==> src/rtl/mcf_pkg.sv <==
package mcf_pkg;

  localparam int OPC_W   = 6;
  localparam int FN_W    = 6;
  localparam int ALUOP_W = 3;
  localparam int BSEL_W  = 3;
  localparam int MREQ_W  = 2;

  typedef enum logic [3:0] {
    S_FETCH    = 4'd0,
    S_PC_INC   = 4'd1,
    S_DECODE   = 4'd2,
    S_RD_RS    = 4'd3,
    S_EXEC_R   = 4'd4,
    S_EXEC_I   = 4'd5,
    S_MEM_ADDR = 4'd6,
    S_MEM_RD   = 4'd7,
    S_WB_LOAD  = 4'd8,
    S_MEM_WR   = 4'd9,
    S_BR_CMP   = 4'd10,
    S_BR_TAKE  = 4'd11,
    S_ERROR    = 4'd12
  } mcf_state_e;

  localparam logic [OPC_W-1:0] OPC_RTYPE = 6'h00;
  localparam logic [OPC_W-1:0] OPC_ADDI  = 6'h08;
  localparam logic [OPC_W-1:0] OPC_LW    = 6'h23;
  localparam logic [OPC_W-1:0] OPC_SW    = 6'h2B;
  localparam logic [OPC_W-1:0] OPC_BEQ   = 6'h04;
  localparam logic [FN_W-1:0]  FN_ADD    = 6'h20;

  localparam logic [ALUOP_W-1:0] ALU_AND = 3'd0;
  localparam logic [ALUOP_W-1:0] ALU_OR  = 3'd1;
  localparam logic [ALUOP_W-1:0] ALU_ADD = 3'd2;
  localparam logic [ALUOP_W-1:0] ALU_SUB = 3'd6;

  localparam logic [BSEL_W-1:0] B_FOUR    = 3'd0;
  localparam logic [BSEL_W-1:0] B_IMM     = 3'd1;
  localparam logic [BSEL_W-1:0] B_AD      = 3'd2;
  localparam logic [BSEL_W-1:0] B_IMM_SH2 = 3'd3;
  localparam logic [BSEL_W-1:0] B_ZERO    = 3'd4;

  localparam logic [MREQ_W-1:0] MREQ_NONE = 2'd0;
  localparam logic [MREQ_W-1:0] MREQ_RD   = 2'd1;
  localparam logic [MREQ_W-1:0] MREQ_WR   = 2'd2;

  typedef struct packed {
    logic               pc_we;
    logic               ir_we;
    logic               ad_we;
    logic               dt_we;
    logic               rf_we;
    logic               rf_wsel;
    logic               rf_rsel;
    logic               rf_dsel;
    logic               alu_a_sel;
    logic [BSEL_W-1:0]  alu_b_sel;
    logic               mem_addr_sel;
    logic [ALUOP_W-1:0] alu_op;
    logic [MREQ_W-1:0]  mem_req;
  } mcf_ctrl_t;

endpackage

==> src/rtl/mcf_rst_sync.sv <==
module mcf_rst_sync #(
  parameter int STAGES = 2
) (
  input  logic clk,
  input  logic rst_n,
  output logic rst_q_n
);
  generate
    if (STAGES <= 1) begin : g_single
      logic q;
      always_ff @(posedge clk or negedge rst_n) begin
        if (!rst_n) q <= 1'b0;
        else        q <= 1'b1;
      end
      assign rst_q_n = q;
    end else begin : g_chain
      logic [STAGES-1:0] q;
      always_ff @(posedge clk or negedge rst_n) begin
        if (!rst_n) q <= '0;
        else        q <= {q[STAGES-2:0], 1'b1};
      end
      assign rst_q_n = q[STAGES-1];
    end
  endgenerate
endmodule

==> src/rtl/mcf_next_state.sv <==
module mcf_next_state
  import mcf_pkg::*;
(
  input  mcf_state_e       state_q,
  input  logic [OPC_W-1:0] opcode,
  input  logic [FN_W-1:0]  funct,
  input  logic             alu_zero,
  output mcf_state_e       state_d
);
  mcf_state_e decode_target;

  always_comb begin
    unique case (opcode)
      OPC_RTYPE: decode_target = (funct == FN_ADD) ? S_RD_RS : S_ERROR;
      OPC_ADDI:  decode_target = S_EXEC_I;
      OPC_LW:    decode_target = S_MEM_ADDR;
      OPC_SW:    decode_target = S_MEM_ADDR;
      OPC_BEQ:   decode_target = S_RD_RS;
      default:   decode_target = S_ERROR;
    endcase
  end

  always_comb begin
    state_d = state_q;
    case (state_q)
      S_FETCH:    state_d = S_PC_INC;
      S_PC_INC:   state_d = S_DECODE;
      S_DECODE:   state_d = decode_target;
      S_RD_RS:    state_d = (opcode == OPC_BEQ) ? S_BR_CMP : S_EXEC_R;
      S_EXEC_R:   state_d = S_FETCH;
      S_EXEC_I:   state_d = S_FETCH;
      S_MEM_ADDR: state_d = (opcode == OPC_LW) ? S_MEM_RD : S_MEM_WR;
      S_MEM_RD:   state_d = S_WB_LOAD;
      S_WB_LOAD:  state_d = S_FETCH;
      S_MEM_WR:   state_d = S_FETCH;
      S_BR_CMP:   state_d = alu_zero ? S_BR_TAKE : S_FETCH;
      S_BR_TAKE:  state_d = S_FETCH;
      S_ERROR:    state_d = S_ERROR;
      default:    state_d = S_ERROR;
    endcase
  end
endmodule

==> src/rtl/mcf_out_decode.sv <==
module mcf_out_decode
  import mcf_pkg::*;
(
  input  mcf_state_e state_q,
  output mcf_ctrl_t  ctrl
);
  always_comb begin
    ctrl           = '0;
    ctrl.alu_op    = ALU_ADD;
    ctrl.alu_b_sel = B_FOUR;
    ctrl.mem_req   = MREQ_NONE;
    case (state_q)
      S_FETCH: begin
        ctrl.mem_req      = MREQ_RD;
        ctrl.mem_addr_sel = 1'b0;
        ctrl.ir_we        = 1'b1;
      end
      S_PC_INC: begin
        ctrl.alu_a_sel = 1'b0;
        ctrl.alu_b_sel = B_FOUR;
        ctrl.pc_we     = 1'b1;
      end
      S_RD_RS: begin
        ctrl.rf_rsel   = 1'b0;
        ctrl.alu_a_sel = 1'b1;
        ctrl.alu_b_sel = B_ZERO;
        ctrl.ad_we     = 1'b1;
      end
      S_EXEC_R: begin
        ctrl.rf_rsel   = 1'b1;
        ctrl.alu_a_sel = 1'b1;
        ctrl.alu_b_sel = B_AD;
        ctrl.rf_we     = 1'b1;
        ctrl.rf_wsel   = 1'b1;
        ctrl.rf_dsel   = 1'b0;
      end
      S_EXEC_I: begin
        ctrl.rf_rsel   = 1'b0;
        ctrl.alu_a_sel = 1'b1;
        ctrl.alu_b_sel = B_IMM;
        ctrl.rf_we     = 1'b1;
        ctrl.rf_wsel   = 1'b0;
        ctrl.rf_dsel   = 1'b0;
      end
      S_MEM_ADDR: begin
        ctrl.rf_rsel   = 1'b0;
        ctrl.alu_a_sel = 1'b1;
        ctrl.alu_b_sel = B_IMM;
        ctrl.ad_we     = 1'b1;
      end
      S_MEM_RD: begin
        ctrl.mem_addr_sel = 1'b1;
        ctrl.mem_req      = MREQ_RD;
        ctrl.dt_we        = 1'b1;
      end
      S_WB_LOAD: begin
        ctrl.rf_we   = 1'b1;
        ctrl.rf_wsel = 1'b0;
        ctrl.rf_dsel = 1'b1;
      end
      S_MEM_WR: begin
        ctrl.mem_addr_sel = 1'b1;
        ctrl.mem_req      = MREQ_WR;
        ctrl.rf_rsel      = 1'b1;
      end
      S_BR_CMP: begin
        ctrl.rf_rsel   = 1'b1;
        ctrl.alu_a_sel = 1'b1;
        ctrl.alu_b_sel = B_AD;
        ctrl.alu_op    = ALU_SUB;
      end
      S_BR_TAKE: begin
        ctrl.alu_a_sel = 1'b0;
        ctrl.alu_b_sel = B_IMM_SH2;
        ctrl.pc_we     = 1'b1;
      end
      default: ;
    endcase
  end
endmodule

==> src/rtl/mc_ctrl_fsm.sv <==
module mc_ctrl_fsm
  import mcf_pkg::*;
#(
  parameter int RST_STAGES = 2
) (
  input  logic               clk,
  input  logic               rst_n,
  input  logic [OPC_W-1:0]   ir_opcode,
  input  logic [FN_W-1:0]    ir_funct,
  input  logic               alu_zero,
  output logic               pc_we,
  output logic               ir_we,
  output logic               ad_we,
  output logic               dt_we,
  output logic               rf_we,
  output logic               rf_wsel,
  output logic               rf_rsel,
  output logic               rf_dsel,
  output logic               alu_a_sel,
  output logic [BSEL_W-1:0]  alu_b_sel,
  output logic               mem_addr_sel,
  output logic [ALUOP_W-1:0] alu_op,
  output logic [MREQ_W-1:0]  mem_req
);
  logic       rst_q_n;
  mcf_state_e state_q;
  mcf_state_e state_d;
  mcf_ctrl_t  ctrl;

  mcf_rst_sync #(.STAGES(RST_STAGES)) u_rst_sync (
    .clk     (clk),
    .rst_n   (rst_n),
    .rst_q_n (rst_q_n)
  );

  mcf_next_state u_next (
    .state_q  (state_q),
    .opcode   (ir_opcode),
    .funct    (ir_funct),
    .alu_zero (alu_zero),
    .state_d  (state_d)
  );

  always_ff @(posedge clk or negedge rst_q_n) begin
    if (!rst_q_n) state_q <= S_FETCH;
    else          state_q <= state_d;
  end

  mcf_out_decode u_out (
    .state_q (state_q),
    .ctrl    (ctrl)
  );

  assign pc_we        = ctrl.pc_we;
  assign ir_we        = ctrl.ir_we;
  assign ad_we        = ctrl.ad_we;
  assign dt_we        = ctrl.dt_we;
  assign rf_we        = ctrl.rf_we;
  assign rf_wsel      = ctrl.rf_wsel;
  assign rf_rsel      = ctrl.rf_rsel;
  assign rf_dsel      = ctrl.rf_dsel;
  assign alu_a_sel    = ctrl.alu_a_sel;
  assign alu_b_sel    = ctrl.alu_b_sel;
  assign mem_addr_sel = ctrl.mem_addr_sel;
  assign alu_op       = ctrl.alu_op;
  assign mem_req      = ctrl.mem_req;
endmodule

==> config.mk <==
export PLATFORM = sky130hd
export DESIGN_NAME = mc_ctrl_fsm
export DESIGN_NICKNAME = d
export VERILOG_FILES = /design/src/rtl/mcf_pkg.sv /design/src/rtl/mcf_rst_sync.sv /design/src/rtl/mcf_next_state.sv /design/src/rtl/mcf_out_decode.sv /design/src/rtl/mc_ctrl_fsm.sv
export SDC_FILE = /design/constraint.sdc
export NUM_CORES = 1
export LEC_CHECK = 0
export BUFFER_PORTS_ARGS = -buffer_cell sky130_fd_sc_hd__buf_2
export CELL_PAD_IN_SITES_DETAIL_PLACEMENT = 0
export CELL_PAD_IN_SITES_GLOBAL_PLACEMENT = 1
export CORE_MARGIN = 4
export CORE_UTILIZATION = 30
export CTS_CLUSTER_DIAMETER = 50
export DETAILED_ROUTE_END_ITERATION = 10
export PLACE_DENSITY = 0.72
export SETUP_SLACK_MARGIN = 0.4
export SYNTH_ARGS = -nofsm -noshare
export SYNTH_HDL_FRONTEND = slang
export SYNTH_HIERARCHICAL = 1
export SYNTH_SLANG_ARGS = --single-unit
==> constraint.sdc <==
create_clock -name clk -period 1.74 [get_ports clk]
set_input_delay 0 -clock clk [delete_from_list [all_inputs] [get_ports clk]]
set_output_delay 0 -clock clk [all_outputs]
set_load 0.02 [all_outputs]
Yosys cells after proc, flatten, opt, wreduce, memory -nomap -nowiden
Index checks and enable logic that the tools add are counted.
{"block": "word_totals", "elab_cells": 47, "out_inout_bits": 18, "input_bits": 15, "register_bits": 6}
{"block": "op_classes", "n_eq_ne": 16, "mux": 17, "reduce_logical": 12}
{"op": "$pmux W4 S4", "count": 2}
{"op": "$pmux W4 S8", "count": 1}
{"op": "$eq A6 B6 Y1 const B", "count": 3}
{"op": "$eq A4 B3 Y1 const B", "count": 4}
{"op": "$eq A4 B4 Y1 const B", "count": 4}
{"op": "$mux W4", "count": 4}
{"op": "$reduce_or A2 Y1", "count": 8}
{"op": "$eq A4 B2 Y1 const B", "count": 2}
{"op": "$pmux W2 S2", "count": 2}
{"op": "$mux W1", "count": 7}
{"op": "$eq A6 B3 Y1 const B", "count": 1}
{"op": "$eq A6 B4 Y1 const B", "count": 1}
{"op": "$logic_not A6 Y1", "count": 1}
{"op": "$reduce_or A5 Y1", "count": 1}
{"op": "$eq A4 B1 Y1 const B", "count": 1}
{"op": "$logic_not A4 Y1", "count": 1}
{"op": "$mux W3", "count": 1}
{"op": "$reduce_or A3 Y1", "count": 1}

Depth between registers and ports, before layout
{"block": "depth", "ltp_word": 4, "ltp_mapped": 5, "ltp_nobuf": 4}

Cells and area by module
Netlist, hierarchy kept.
{"mod": "mcf_next_state", "area_per_inst_um2": 317.8, "seq_area_each_um2": 0.0, "cells_each": 47, "instances": 1}
{"mod": "mcf_out_decode", "area_per_inst_um2": 256.5, "seq_area_each_um2": 0.0, "cells_each": 37, "instances": 1}
{"mod": "mc_ctrl_fsm", "area_per_inst_um2": 100.1, "seq_area_each_um2": 100.1, "cells_each": 4, "instances": 1}
{"mod": "mcf_rst_sync", "area_per_inst_um2": 53.8, "seq_area_each_um2": 50.0, "cells_each": 3, "instances": 1}

Least setup slack after synthesis
No wires, ideal clock.
{"block": "synth_timing", "path_type": "register to register", "startpoint": "register state_q[2]", "endpoint": "register state_q[2]", "t_required_ps": 1676, "slack_ps": -34, "setup_time_ps": 64, "synth_period_minus_slack_ps": 1774, "path_buffers": 1, "stages_incl_launch_ff": 6, "arrival_ps": 1710, "cell_sequence": "dfrtp_1 -> buf_6 -> or4b_4 -> or3b_1 -> a211oi_2 -> or3_1"}
{"block": "synth_between", "elab_chain_cells": 3, "word_cells_on_any_way": 14, "cone_classes": "eq/ne: 11; mux: 1; reduce/logical: 2"}
{"item": "from (decl)", "line": "mc_ctrl_fsm.sv:26", "text": "mcf_state_e state_q;"}
{"item": "from (signal assigned)", "line": "mc_ctrl_fsm.sv:46", "text": "else state_q <= state_d;"}
{"item": "$eq A4 B3 Y1 or $eq A4 B4 Y1 (tied branches)", "line": "mcf_next_state.sv:25", "text": "case (state_q)"}
{"item": "$reduce_or A5 Y1 (no source line)"}
{"item": "$pmux W4 S8 (*)", "line": "mcf_next_state.sv:25"}
{"item": "via state_d[2]", "line": "mc_ctrl_fsm.sv:27", "text": "mcf_state_e state_d;"}
The timed path passes the listed nets; every way through them passes the cells marked *.

Worst setup path in the final report
{"block": "layout_timing", "startpoint": "register state_q[3]", "endpoint": "register state_q[2]"}
Same word-level chain as after synthesis.

==> impl_metrics.env <==
export IMPL_max_clock_path_buffers=2
export IMPL_cts_num_sinks=6
export IMPL_area_delta_synth_final_pct=82.6
export IMPL_totalPowerFinal_mw=0.316
export IMPL_grt_antenna_before_repair=0
export IMPL_timing_final_setup_violations=0
export IMPL_crit_fanout=3
export IMPL_cap_viol_max_count=0
export IMPL_timing_final_max_slew_violations=0
export IMPL_min_path_type="reg -> async"
export IMPL_startpoint_type="register"
export IMPL_drt_wirelength_per_cell_um=14.3
export IMPL_core_area_um2=2250
export IMPL_via_cell_ratio=5.52
export IMPL_post_dp_hpwl_um=1400
export IMPL_max_clock_freq_ghz=0.599
export IMPL_detail_route_first_pass_iterations=4
export IMPL_cts_made_buffers=3
export IMPL_crit_path_end_kind="register"
export IMPL_drt_drc_violations_left=0
export IMPL_synth_nets=106
export IMPL_die_y_um=57.3
export IMPL_critical_path_class="reg -> reg"
export IMPL_routed_via_count=895
export IMPL_final_common_cell="buf_2"
export IMPL_cts_root_buffer_cell="clkbuf_4"
export IMPL_count_of_flip_flops_with_a_built_in_enable_after_synthesis=0
export IMPL_netlist_instances=91
export IMPL_outcome="finished, final reports clean"
export IMPL_tritoncts="yes"
export IMPL_drive_gt1_share_pct=52.2
export IMPL_hold_violations=0
export IMPL_die_w_um=57.3
export IMPL_yosysWarningCount=6
export IMPL_critical_path_required_ps=1920
export IMPL_synth_top_area_share_pct=20.6
export IMPL_fin_setup_tns_ps=0
export IMPL_synthesized_flop_and_latch_total=6
export IMPL_placement_rows=17
export IMPL_synth_flop_cell="dfrtp_1"
export IMPL_io_pins=33
export IMPL_timing_final_ws_setup_ps=71.4
export IMPL_fin_worst_skew_ps=0.959
export IMPL_clk_pin_slew_ps=40
export IMPL_insertion_delay_ps=240
export IMPL_power_density_over_cell_area_nw_per_um2=237
export IMPL_seq_area_frac_synth_pct=20.6
export IMPL_leakagePower_nw=0.599
export IMPL_grt_total_usage_pct=12.5
export IMPL_timing_final_crit_period_ps=1670
export IMPL_detailedPlace_worstSlack_ps=64.0
export IMPL_drt_iter0_markers=54
export IMPL_synth_largest_area_cell="dfrtp_1"
export IMPL_port_buffers=30
export IMPL_final_weighted_congestion_of_routability_driven_global_placement=0.801
export IMPL_crit_arrival_ps=1850
export IMPL_unrepaired_setup_endpoints_after_global_routing="true"
export IMPL_gr_total_overflow=0
export IMPL_die_area_um2=3280
export IMPL_power_ir_vdd_worst_mv=0.351
export IMPL_yosysUniqueCellTypes=44
export IMPL_synthesized_area_per_cell_um2=8.00
export IMPL_num_nets_final=151
export IMPL_initial_core_util_pct=32.3
export IMPL_syn_cell_area_um2=728
export IMPL_final_period_utilization_pct=95.9
export IMPL_ys_top_cells_by_area="dfrtp_1 21%, nand2b_1 4.3%, a21oi_1 4.1%"
export IMPL_grt_max_degree=25
export IMPL_global_route_wire_length_before_repair_um=3330
export IMPL_cts_htree_levels=1
export IMPL_number_of_global_route_vias_before_repair=785
export IMPL_drt_total_wl_um=2320
export IMPL_ant_nets=0
export IMPL_async_reset_ff_share_pct=100
export IMPL_insertedDiodeCount=0
export IMPL_commonest_cells_after_routing_fill_and_taps_aside="17 x buf_2, 14 x buf_4, 8 x buf_6"
==> timing repair <==
item,4_1_cts,5_1_grt
gates resized for setup,22,34
setup endpoints to repair,14,19
gates cloned,1,2
hold endpoints to repair,2,0
pin swaps,7,8
buffers inserted,2,7
hold buffers,1,0
==> synth_stat cells (2+ instances only) <==
cell / count
a21oi_1: 6
dfrtp_1: 6
nand2_1: 5
nand2b_1: 5
nor3_1: 4
nor3b_1: 4
buf_2: 3
conb_1: 3
inv_1: 3
nand3_1: 3
nor2_1: 3
nor4_1: 3
xnor2_1: 3
a2111o_1: 2
and4bb_2: 2
buf_4: 2
buf_6: 2
nor2b_1: 2
o21bai_1: 2
or3_1: 2
or3b_1: 2
or4_1: 2
==> logic make-up after synthesis <==
kind of cell | share of synthesized area [%]
AOI/OAI and AO/OA | 24.9
xor gates and xnor gates | 3.61
buffers and inverters | 9.28
DFF | 20.6
other | 1.55
and+or+nand+nor | 40.0
==> stage by stage <==
stage | cell area, µm² | cells | hold slack, ps | util (%)
after floorplan | 741 | 91 | -296 | -
after global placement | 907 | 146 | -215 | 40.2
after detailed placement | 907 | 146 | -212 | 40.2
after CTS | 1070 | 153 | 58.7 | 47.5
after global routing | 1330 | 162 | 76.4 | 59.0
final | 1330 | 162 | 54.3 | 59.0
==> report_power, final <==
part | leakage, nW | internal [mW] | switching, mW | total, mW
Combinational | 0.516 | 0.0199 | 0.0269 | 0.0468
Clock | 0.0138 | 0.0778 | 0.0470 | 0.125
Sequential | 0.0684 | 0.142 | 0.00184 | 0.144
==> final timing paths <==
path,start,end,slack (ps),depth (start not counted)
worst max register to register,state_q[3],state_q[2],70,4
max in group asynchronous,u_rst_sync/g_chain.q[1],state_q[3],1520,0
worst min-delay path,u_rst_sync/g_chain.q[1],state_q[0],50,0
worst min register to register,u_rst_sync/g_chain.q[1],state_q[0],50,0
worst max-delay path,state_q[3],state_q[2],70,4
min in group clk,ir_opcode[4],state_q[1],100,2
==> routing by layer <==
metal | global-route usage [%] | up-vias | part of all wire, % | wire length [µm]
li1 | - | 431 | - | -
met1 | 15.0 | 426 | 40 | 929
met2 | 22.7 | 38 | 53 | 1240
met3 | 2.04 | 0 | 6.5 | 150
met4 | 3.97 | 0 | 0 | 0
met5 | 0 | - | 0 | 0
==> layout make-up <==
type | count | area (µm²)
multi-input combinational | 74 | 647
fill | 202 | 925
clock buffer | 3 | 22.5
timing repair buffer | 48 | 463
sequential | 6 | 151
tap | 28 | 35.0
inverter | 3 | 11.3
==> sequential cells by signal, indices dropped and copies added (netlist names) <==
name / cells
state_q: 4
u_rst_sync/g_chain.q: 2
==> worst max-delay path, cell delays in order, from the launching register on <==
cell,delay (ps)
dfrtp_2,420
or4b_4,510
or3b_4,390
a211oi_2,180
or3_1,120
No activity file was read; power rests on OpenSTA's default activity.
